File: src/rtl/shrot_pkg.sv
package shrot_pkg;
  localparam int OP_W = 4;

  typedef enum logic [OP_W-1:0] {
    OP_SHL  = 4'd0,
    OP_SHR  = 4'd1,
    OP_SAR  = 4'd2,
    OP_SAL  = 4'd3,
    OP_ROTL = 4'd4,
    OP_ROTR = 4'd5,
    OP_RCL  = 4'd6,
    OP_RCR  = 4'd7,
    OP_CLRC = 4'd8,
    OP_SETC = 4'd9,
    OP_CPLC = 4'd10
  } shrot_op_e;

  typedef enum logic [1:0] {
    LIN_SHL = 2'd0,
    LIN_SHR = 2'd1,
    LIN_SAR = 2'd2,
    LIN_SAL = 2'd3
  } lin_mode_e;
endpackage

File: src/rtl/shrot_linear.sv
module shrot_linear
  import shrot_pkg::*;
#(
  parameter int WIDTH = 16,
  parameter int CNT_W = 5
) (
  input  logic [WIDTH-1:0] opnd_i,
  input  logic [CNT_W-1:0] cnt_i,
  input  logic             cin_i,
  input  lin_mode_e        mode_i,
  output logic [WIDTH-1:0] res_o,
  output logic             cout_o,
  output logic             ovf_o
);
  // One guard bit on the exit side catches the carry; shifts past the
  // width saturate naturally in the wide vectors.
  logic [WIDTH:0]          left_wide;
  logic [WIDTH:0]          right_wide;
  logic signed [WIDTH:0]   arith_wide;
  logic signed [WIDTH-1:0] shifted_back;

  always_comb begin
    left_wide    = {1'b0, opnd_i} << cnt_i;
    right_wide   = {opnd_i, 1'b0} >> cnt_i;
    arith_wide   = $signed({opnd_i, 1'b0}) >>> cnt_i;
    shifted_back = $signed(left_wide[WIDTH-1:0]) >>> cnt_i;
    ovf_o        = 1'b0;
    unique case (mode_i)
      LIN_SHL: begin
        res_o  = left_wide[WIDTH-1:0];
        cout_o = left_wide[WIDTH];
      end
      LIN_SHR: begin
        res_o  = right_wide[WIDTH:1];
        cout_o = right_wide[0];
      end
      LIN_SAR: begin
        res_o  = arith_wide[WIDTH:1];
        cout_o = arith_wide[0];
      end
      default: begin
        res_o  = left_wide[WIDTH-1:0];
        cout_o = left_wide[WIDTH];
        ovf_o  = (shifted_back != $signed(opnd_i));
      end
    endcase
    if (cnt_i == '0) begin
      cout_o = cin_i;
    end
  end

  always_comb begin
    if (cnt_i == '0) begin
      p_zero_count_r1: assert (res_o == opnd_i && cout_o == cin_i && !ovf_o)
        else $error("zero count altered operand or carry");
    end
    if (mode_i == LIN_SAR) begin
      p_sign_fill_r4: assert (res_o[WIDTH-1] == opnd_i[WIDTH-1])
        else $error("arithmetic right lost the sign");
    end
    if (mode_i == LIN_SHR && cnt_i != '0) begin
      p_zero_fill_r3: assert (res_o[WIDTH-1] == 1'b0)
        else $error("logical right did not fill with zero");
    end
  end
endmodule

File: src/rtl/shrot_rotate.sv
module shrot_rotate #(
  parameter int RING_W = 16,
  parameter int CNT_W  = 5
) (
  input  logic [RING_W-1:0] ring_i,
  input  logic [CNT_W-1:0]  cnt_i,
  input  logic              right_i,
  output logic [RING_W-1:0] ring_o
);
  localparam int RW = $clog2(RING_W);

  logic [RW-1:0]     red_amt;
  logic [RW-1:0]     left_amt;
  logic [RING_W-1:0] stage [RW+1];

  // Reduce modulo the ring length, then express a right rotation as the
  // complementary left rotation.
  always_comb begin
    red_amt  = RW'(32'(cnt_i) % RING_W);
    left_amt = (right_i && red_amt != '0) ? RW'(RING_W - 32'(red_amt)) : red_amt;
  end

  assign stage[0] = ring_i;

  for (genvar gi = 0; gi < RW; gi++) begin : g_stage
    localparam int SH = 1 << gi;
    assign stage[gi+1] = left_amt[gi]
      ? {stage[gi][RING_W-1-SH:0], stage[gi][RING_W-1:RING_W-SH]}
      : stage[gi];
  end

  assign ring_o = stage[RW];

  always_comb begin
    p_ones_kept_r9: assert ($countones(ring_o) == $countones(ring_i))
      else $error("rotation changed the population of the ring");
  end
endmodule

File: src/rtl/shrot_flag.sv
module shrot_flag
  import shrot_pkg::*;
(
  input  logic [OP_W-1:0] op_i,
  input  logic            carry_i,
  output logic            carry_o
);
  always_comb begin
    unique case (op_i)
      OP_CLRC: carry_o = 1'b0;
      OP_SETC: carry_o = 1'b1;
      OP_CPLC: carry_o = ~carry_i;
      default: carry_o = carry_i;
    endcase
  end
endmodule

File: src/rtl/shrot_unit.sv
module shrot_unit
  import shrot_pkg::*;
#(
  parameter int WIDTH = 16,
  parameter int CNT_W = 5
) (
  input  logic [WIDTH-1:0] opnd_i,
  input  logic [CNT_W-1:0] count_i,
  input  logic             carry_i,
  input  logic [3:0]       op_i,
  output logic [WIDTH-1:0] result_o,
  output logic             carry_o,
  output logic             ovf_o
);
  localparam int XW = WIDTH + 1;

  lin_mode_e        lin_mode;
  logic [WIDTH-1:0] lin_res;
  logic             lin_cout;
  logic             lin_ovf;
  logic [WIDTH-1:0] rot_res;
  logic [XW-1:0]    rcx_res;
  logic             flag_c;
  logic             dir_right;

  assign lin_mode  = lin_mode_e'(op_i[1:0]);
  assign dir_right = op_i[0];

  shrot_linear #(.WIDTH(WIDTH), .CNT_W(CNT_W)) u_linear (
    .opnd_i (opnd_i),
    .cnt_i  (count_i),
    .cin_i  (carry_i),
    .mode_i (lin_mode),
    .res_o  (lin_res),
    .cout_o (lin_cout),
    .ovf_o  (lin_ovf)
  );

  shrot_rotate #(.RING_W(WIDTH), .CNT_W(CNT_W)) u_rot_plain (
    .ring_i  (opnd_i),
    .cnt_i   (count_i),
    .right_i (dir_right),
    .ring_o  (rot_res)
  );

  shrot_rotate #(.RING_W(XW), .CNT_W(CNT_W)) u_rot_carry (
    .ring_i  ({carry_i, opnd_i}),
    .cnt_i   (count_i),
    .right_i (dir_right),
    .ring_o  (rcx_res)
  );

  shrot_flag u_flag (
    .op_i    (op_i),
    .carry_i (carry_i),
    .carry_o (flag_c)
  );

  always_comb begin
    result_o = opnd_i;
    carry_o  = flag_c;
    ovf_o    = 1'b0;
    unique case (op_i)
      OP_SHL, OP_SHR, OP_SAR: begin
        result_o = lin_res;
        carry_o  = lin_cout;
      end
      OP_SAL: begin
        result_o = lin_res;
        carry_o  = lin_cout;
        ovf_o    = lin_ovf;
      end
      OP_ROTL, OP_ROTR: begin
        result_o = rot_res;
        if (count_i == '0) carry_o = carry_i;
        else               carry_o = dir_right ? rot_res[WIDTH-1] : rot_res[0];
      end
      OP_RCL, OP_RCR: begin
        result_o = rcx_res[WIDTH-1:0];
        carry_o  = rcx_res[WIDTH];
      end
      default: ;
    endcase
  end

  always_comb begin
    if (ovf_o) begin
      p_ovf_only_sal_r11: assert (op_i == OP_SAL)
        else $error("overflow raised outside arithmetic left");
    end
    if (op_i[3]) begin
      p_flag_ops_keep_r10: assert (result_o == opnd_i)
        else $error("flag operation changed the operand");
    end
    if (!op_i[3] && count_i == '0) begin
      p_zero_count_r1: assert (result_o == opnd_i && carry_o == carry_i)
        else $error("zero count changed state");
    end
  end
endmodule

File: config.mk
export PLATFORM = sky130hd
export DESIGN_NAME = shrot_unit
export DESIGN_NICKNAME = d
export VERILOG_FILES = /design/src/rtl/shrot_pkg.sv /design/src/rtl/shrot_linear.sv /design/src/rtl/shrot_rotate.sv /design/src/rtl/shrot_flag.sv /design/src/rtl/shrot_unit.sv
export SDC_FILE = /design/constraint.sdc
export NUM_CORES = 1
export LEC_CHECK = 0
export ABC_AREA = 0
export BUFFER_PORTS_ARGS = -buffer_cell sky130_fd_sc_hd__buf_2
export CORE_MARGIN = 1
export CORE_UTILIZATION = 40
export DETAILED_ROUTE_END_ITERATION = 12
export PLACE_DENSITY = 0.53
export SLEW_MARGIN = 20
export SYNTH_ARGS = -nofsm -noshare
export SYNTH_HDL_FRONTEND = slang
export SYNTH_SLANG_ARGS = --single-unit
File: constraint.sdc
create_clock -name vclk -period 11.1
set_input_delay 2.22 -clock vclk [all_inputs]
set_output_delay 2.22 -clock vclk [all_outputs]
set_load 0.03 [all_outputs]
## Word level (Yosys, flattened, before mapping)

Cells that the tools add are included.

- $add $sub $neg: 2
- Multipliers: 0
- Div/mod/pow operators: 1
- $lt $le $gt $ge: 0
- Equality and inequality tests: 13
- Shifts and indexed selects: 4
- Muxes and demuxes: 21
- Bitwise operators: 1
- Reduce and logical (&&, ||, !) cells: 11

Operator list:

| cell | number |
|---|---|
| two-way mux 17 bit | 5 |
| two-way mux 16 bit | 4 |
| one-hot mux 16 bit (3 select lines) | 1 |
| remainder unit 5 x 5 -> 32 bit (second input constant) | 1 |
| one-hot mux 16 bit (2 select lines) | 1 |
| left shift 16 x 5 -> 17 bit | 1 |
| >> shifter 17 x 5 -> 17 bit | 1 |
| >>> shifter 17 x 5 -> 17 bit | 1 |
| equality test 4 x 3 -> 1 bit (second input constant) | 4 |
| != test 16 bit | 1 |
| >>> shifter 16 x 5 -> 16 bit | 1 |
| equality test 4 bit (second input constant) | 3 |
| equality test 4 x 2 -> 1 bit (second input constant) | 2 |
| one-hot mux 1 bit (3 select lines) | 2 |
| zero test 5 bit | 1 |
| two-way mux 1 bit | 5 |
| two-way mux 5 bit | 1 |
| nonzero test 5 bit | 1 |
| subtractor 5 bit (first input constant) | 1 |
| equality test 4 x 1 -> 1 bit (second input constant) | 1 |
| zero test 4 bit | 1 |
| two-way mux 4 bit | 1 |
| nonzero test 4 bit | 1 |
| OR reduction 2 bit | 2 |
| other kinds (9) | 10 |

- Register bits after elaboration: 0
- Bits in latches: 0
- Bits in writable memories: 0
- Bits in read-only memories: 0
- Output and inout port bits: 18
- Memories: 0

## Depth between registers and ports, before layout

- Depth after elaboration: 10
- Mapped depth: 28

## Cells and area by module

Synthesis repeated with hierarchy kept, for this count alone.

- Cell total of the unflattened synthesis: 873
- Area, all modules: 6180.9 um2

Modules (own cells, without submodules):

| module | times used | cells an instance | area an instance (um2) | sequential area each (um2) |
|---|---|---|---|---|
| shrot_linear | 1 | 489 | 3126.7 | 0.0 |
| shrot_rotate at u_rot_carry | 1 | 158 | 1428.9 | 0.0 |
| shrot_rotate at u_rot_plain | 1 | 134 | 965.9 | 0.0 |
| shrot_unit | 1 | 88 | 620.6 | 0.0 |
| shrot_flag | 1 | 4 | 38.8 | 0.0 |

## Worst setup path before layout

Ideal clock, no wire load.

- Path type: input to output
- From: input port count_i[0]
- To: output port result_o[1]
- Data arrival time: 7.770 ns
- Slack: 1.110 ns
- Stages: 28
- Path buffers: 11
- Cell sequence: buf_2 > buf_4 > inv_1 > clkbuf_1 > clkbuf_1 > ha_1 > or3b_1 > buf_6 > ha_1 > clkbuf_1 > a31o_2 > clkbuf_1 > nand2_1 > o21a_1 > buf_2 > clkinv_1 > clkbuf_1 > ha_1 > nand2_1 > o21ai_1 > a21boi_2 > buf_4 > buf_4 > o211ai_1 > nand3_1 > a21oi_1 > o21ai_0 > a32oi_1

- Word-level cells in the longest chain between the ends: 10
- Elaborated cells between the ends (all ways): 23
- Those cells by class: 2 x add/sub; 1 x div; 3 x shift; 13 x mux; 4 x reduce/logical

Ends and longest elaborated chain:

| item | line | source |
|---|---|---|
| start, declared | shrot_unit.sv:8 | `input logic [CNT_W-1:0] count_i,` |
| parallel branches: the longest is 9 deep, another holds remainder unit 5 x 5 -> 32 bit | n/a |  |
| one-hot mux 16 bit (3 select lines) (*) | shrot_unit.sv:63 | `unique case (op_i)` |
| end, declared | shrot_unit.sv:11 | `output logic [WIDTH-1:0] result_o,` |

Every way passes the cells marked *.

## Final worst setup path

- From: input port count_i[1]
- To: output port result_o[15]

Same word-level chain as after synthesis.

==> results.ini <==
[setup_path]
slowest_delay_ns = 0.79
path_cells = buf_2 > inv_1 > ha_1 > or3b_1 > ha_1 > a31o_2 > nand2_1 > o21a_1 > buf_4 > clkinv_1 > buf_4 > ha_1 > nand2_1 > o21ai_1 > buf_4 > a21boi_2 > buf_4 > o211ai_1 > and2_1 > mux2_2 > a221oi_1 > a32oi_1 > buf_2
critPathKind = input port to primary output
cp_slowest_cell = a21boi_2
end_kind = primary output
crit_buf_inv = 8
critical_path_required_ns = 8.88
worst_path_most_repeated_cell = buf_4
setup.worst_path.start_class = input port
crit_fanout = 27
path_delay_family = compound AO/OA/AOI/OAI gates
crit_arrival_ns = 7.86

[sta]
setup_tns_ns = 0
period_needed_ns = 10.08
slew_headroom_pct = 28.2
setup_viol = 0
worst_pin_slew_ns = 1.08
rsz0062_at_grt = no
finalMaxSlewViolations = 0
fin_crit_sh_pct = 90.8
hold_viol = 0
fmax_mhz = 99.3

[worst_hold_path]
hold_path_class = input port to primary output
worstHoldEndpoint = carry_o
min_delay_path_depth = 6
hold_path.startpoint = carry_i

[routing]
dr.pass1.iters = 6
drt-initial-drc-count = 1009
wire_per_inst_um = 30.1
ant_nets = 0
post-route-drc-count = 0
viasPerCell = 7.64
totalWireLength_um = 31300
via_count = 7940

[placed_design]
numPlacedInstances = 1039
gp_congestion = 0.992
dpl.hpwl_um = 22700
io_buffers = 44

[clock_tree]
post_cts_buffers = 0
cts.repair.resized = 0
ctsHoldBuffers = 0

[logic_synthesis]
synth_xor_xnor_area_share_pct = 2.28
synth_fa_ha_area_share_pct = 1.82
synth.area.mux_share_pct = 25.9
ys_types = 77
avgSynthCellArea_um2 = 6.96
netlist_instances = 891
synth_fp_nets = 926
synth-simple-area-share_pct = 21.6
synth_top_family_by_area = compound AO/OA/AOI/OAI gates
yosysWarnings = 0
synth-seq-area-share_pct = 0
synth-compound-area-share_pct = 39.0
synthesis.area_um2 = 6200

[die]
start_util_pct = 40.9
row_count = 45
coreArea_um2 = 15100
dieWidth_um = 126
die_area_um2 = 16000
pin_count = 44
die_height_um = 126

[layout]
seq_cell_count = 0
clkbuf_count = 0
stdcell_count = 1039
fin_nets = 888
area_growth_pct = 2.77
regArea_um2 = 0
drive_above_1_share_pct = 17.7
diodes = 0

[global_route]
first_global_vias = 7412
gr-usage-all-layers_pct = 38.5
grt_pass1_wl_um = 47100
grt_max_degree = 47
grt_overflow_total = 0
grt_antenna_before_repair = 0

[power_and_ir_drop]
power.leakage_nw = 2.28
powerDensity_nw_per_um2 = 75.7
peakVddDrop_v = 0.0000306

[run]
drv_cap = 0

[outcome]
outcome = finished, final reports clean

area by class of cell:
type	instances	area (µm²)
fillers	1634	8780
inverters	26	97.6
multi-input cells	755	5620
well taps	188	235
repair buffers	70	418
power by group:
| part | switching (W) | internal, W |
|---|---|---|
| registers | 0 | 0 |
| clock network | 0 | 0 |
| logic | 0.000322 | 0.000161 |
| total | 0.000322 | 0.000161 |
tightest hold or removal path, stage by stage:
cell and delay [ns]:
buf_2 0.13, o21ai_0 0.07, o21ai_0 0.08, nor2_1 0.14
a31oi_1 0.06, buf_2 0.18
stage by stage:
step | util [%] | cell area, µm² | setup WS (ns) | power, W | hold WS [ns]
4_1_cts | 42.0 | 6360 | 1.19 | 0.000468 | 5.09
2_1_floorplan | - | 6200 | 1.11 | 0.000334 | 4.65
3_3_place_gp | 42.0 | 6360 | 1.30 | 0.000469 | 5.11
5_1_grt | 42.1 | 6370 | 0.715 | 0.000512 | 5.16
3_5_place_dp | 42.0 | 6360 | 1.19 | 0.000467 | 5.09
6_report | 42.1 | 6370 | 1.02 | 0.000482 | 5.10
metal layers:
layer	vias up	part of all wire (%)	global-route usage (%)
met5	-	0	0
met4	0	6.1	19.7
met3	107	11	5.23
met2	551	44	61.5
met1	3859	39	50.6
li1	3423	-	-
cell families after synthesis:
kind of cell,after synthesis
simple gates,277
xor+xnor,12
fa+ha+maj,9
mux,114
compound gates,343
buf+inv,136
synthesized netlist by cell type (5+ instances only):
| cell | instances | area [µm²] |
|---|---|---|
| a2111oi_0 | 5 | 43.8 |
| o211ai_1 | 71 | 533 |
| o221ai_1 | 5 | 43.8 |
| xnor2_1 | 8 | 70.1 |
| a311oi_1 | 10 | 87.6 |
| mux4_2 | 33 | 743 |
| and3_1 | 6 | 37.5 |
| a221oi_1 | 7 | 61.3 |
| clkbuf_1 | 75 | 282 |
| nand4_1 | 5 | 31.3 |
| buf_2 | 18 | 90.1 |
| a22oi_1 | 11 | 82.6 |
| a21o_1 | 6 | 45.0 |
| buf_1 | 5 | 18.8 |
| nor4_1 | 7 | 43.8 |
| o22ai_1 | 5 | 31.3 |
| o21ai_1 | 5 | 25.0 |
| a211oi_1 | 9 | 67.6 |
| buf_4 | 10 | 75.1 |
| nand3_1 | 67 | 335 |
| or2_2 | 5 | 31.3 |
| nor3_1 | 18 | 90.1 |
| a31oi_1 | 15 | 93.8 |
| and2_1 | 11 | 68.8 |
| mux2_2 | 22 | 248 |
| a32oi_1 | 13 | 114 |
| nor2b_1 | 9 | 56.3 |
| o311ai_0 | 6 | 52.6 |
| mux2i_1 | 57 | 571 |
| nand2_1 | 74 | 278 |
| nor2_1 | 53 | 199 |
| inv_1 | 24 | 90.1 |
| ha_1 | 9 | 113 |
| a21oi_1 | 77 | 385 |
| nand2b_1 | 10 | 62.6 |
| o31ai_1 | 8 | 60.1 |
| o21ai_0 | 46 | 230 |
layout by cell type (no fill, tap or decap), types with 7 or more instances in the layout:
cell / netlist / layout
a21oi_1: 77 / 77
nand2_1: 74 / 74
o211ai_1: 71 / 71
nand3_1: 67 / 67
mux2i_1: 57 / 57
nor2_1: 53 / 53
o21ai_0: 46 / 46
buf_2: 18 / 43
mux4_2: 33 / 33
buf_4: 10 / 27
inv_1: 24 / 24
mux2_2: 22 / 22
nor3_1: 18 / 18
a31oi_1: 15 / 15
a32oi_1: 13 / 13
and2_1: 11 / 11
a22oi_1: 11 / 11
nand2b_1: 10 / 10
a311oi_1: 10 / 10
nor2b_1: 9 / 9
a211oi_1: 9 / 9
ha_1: 9 / 9
xnor2_1: 8 / 8
o31ai_1: 8 / 8
nor4_1: 7 / 7
a221oi_1: 7 / 7
worst max path at each step:
| stage | start | to | slack, ns | cells past startpoint |
|---|---|---|---|---|
| after global placement | count_i[1] | result_o[15] | 1.30 | 23 |
| after global routing | count_i[1] | result_o[15] | 0.71 | 23 |
| final | count_i[1] | result_o[15] | 1.02 | 23 |
| after detailed placement | count_i[1] | result_o[15] | 1.19 | 23 |
| after CTS | count_i[1] | result_o[15] | 1.19 | 23 |
| after floorplan | count_i[0] | result_o[1] | 1.11 | 28 |
No activity file was read; power rests on OpenSTA's default activity.
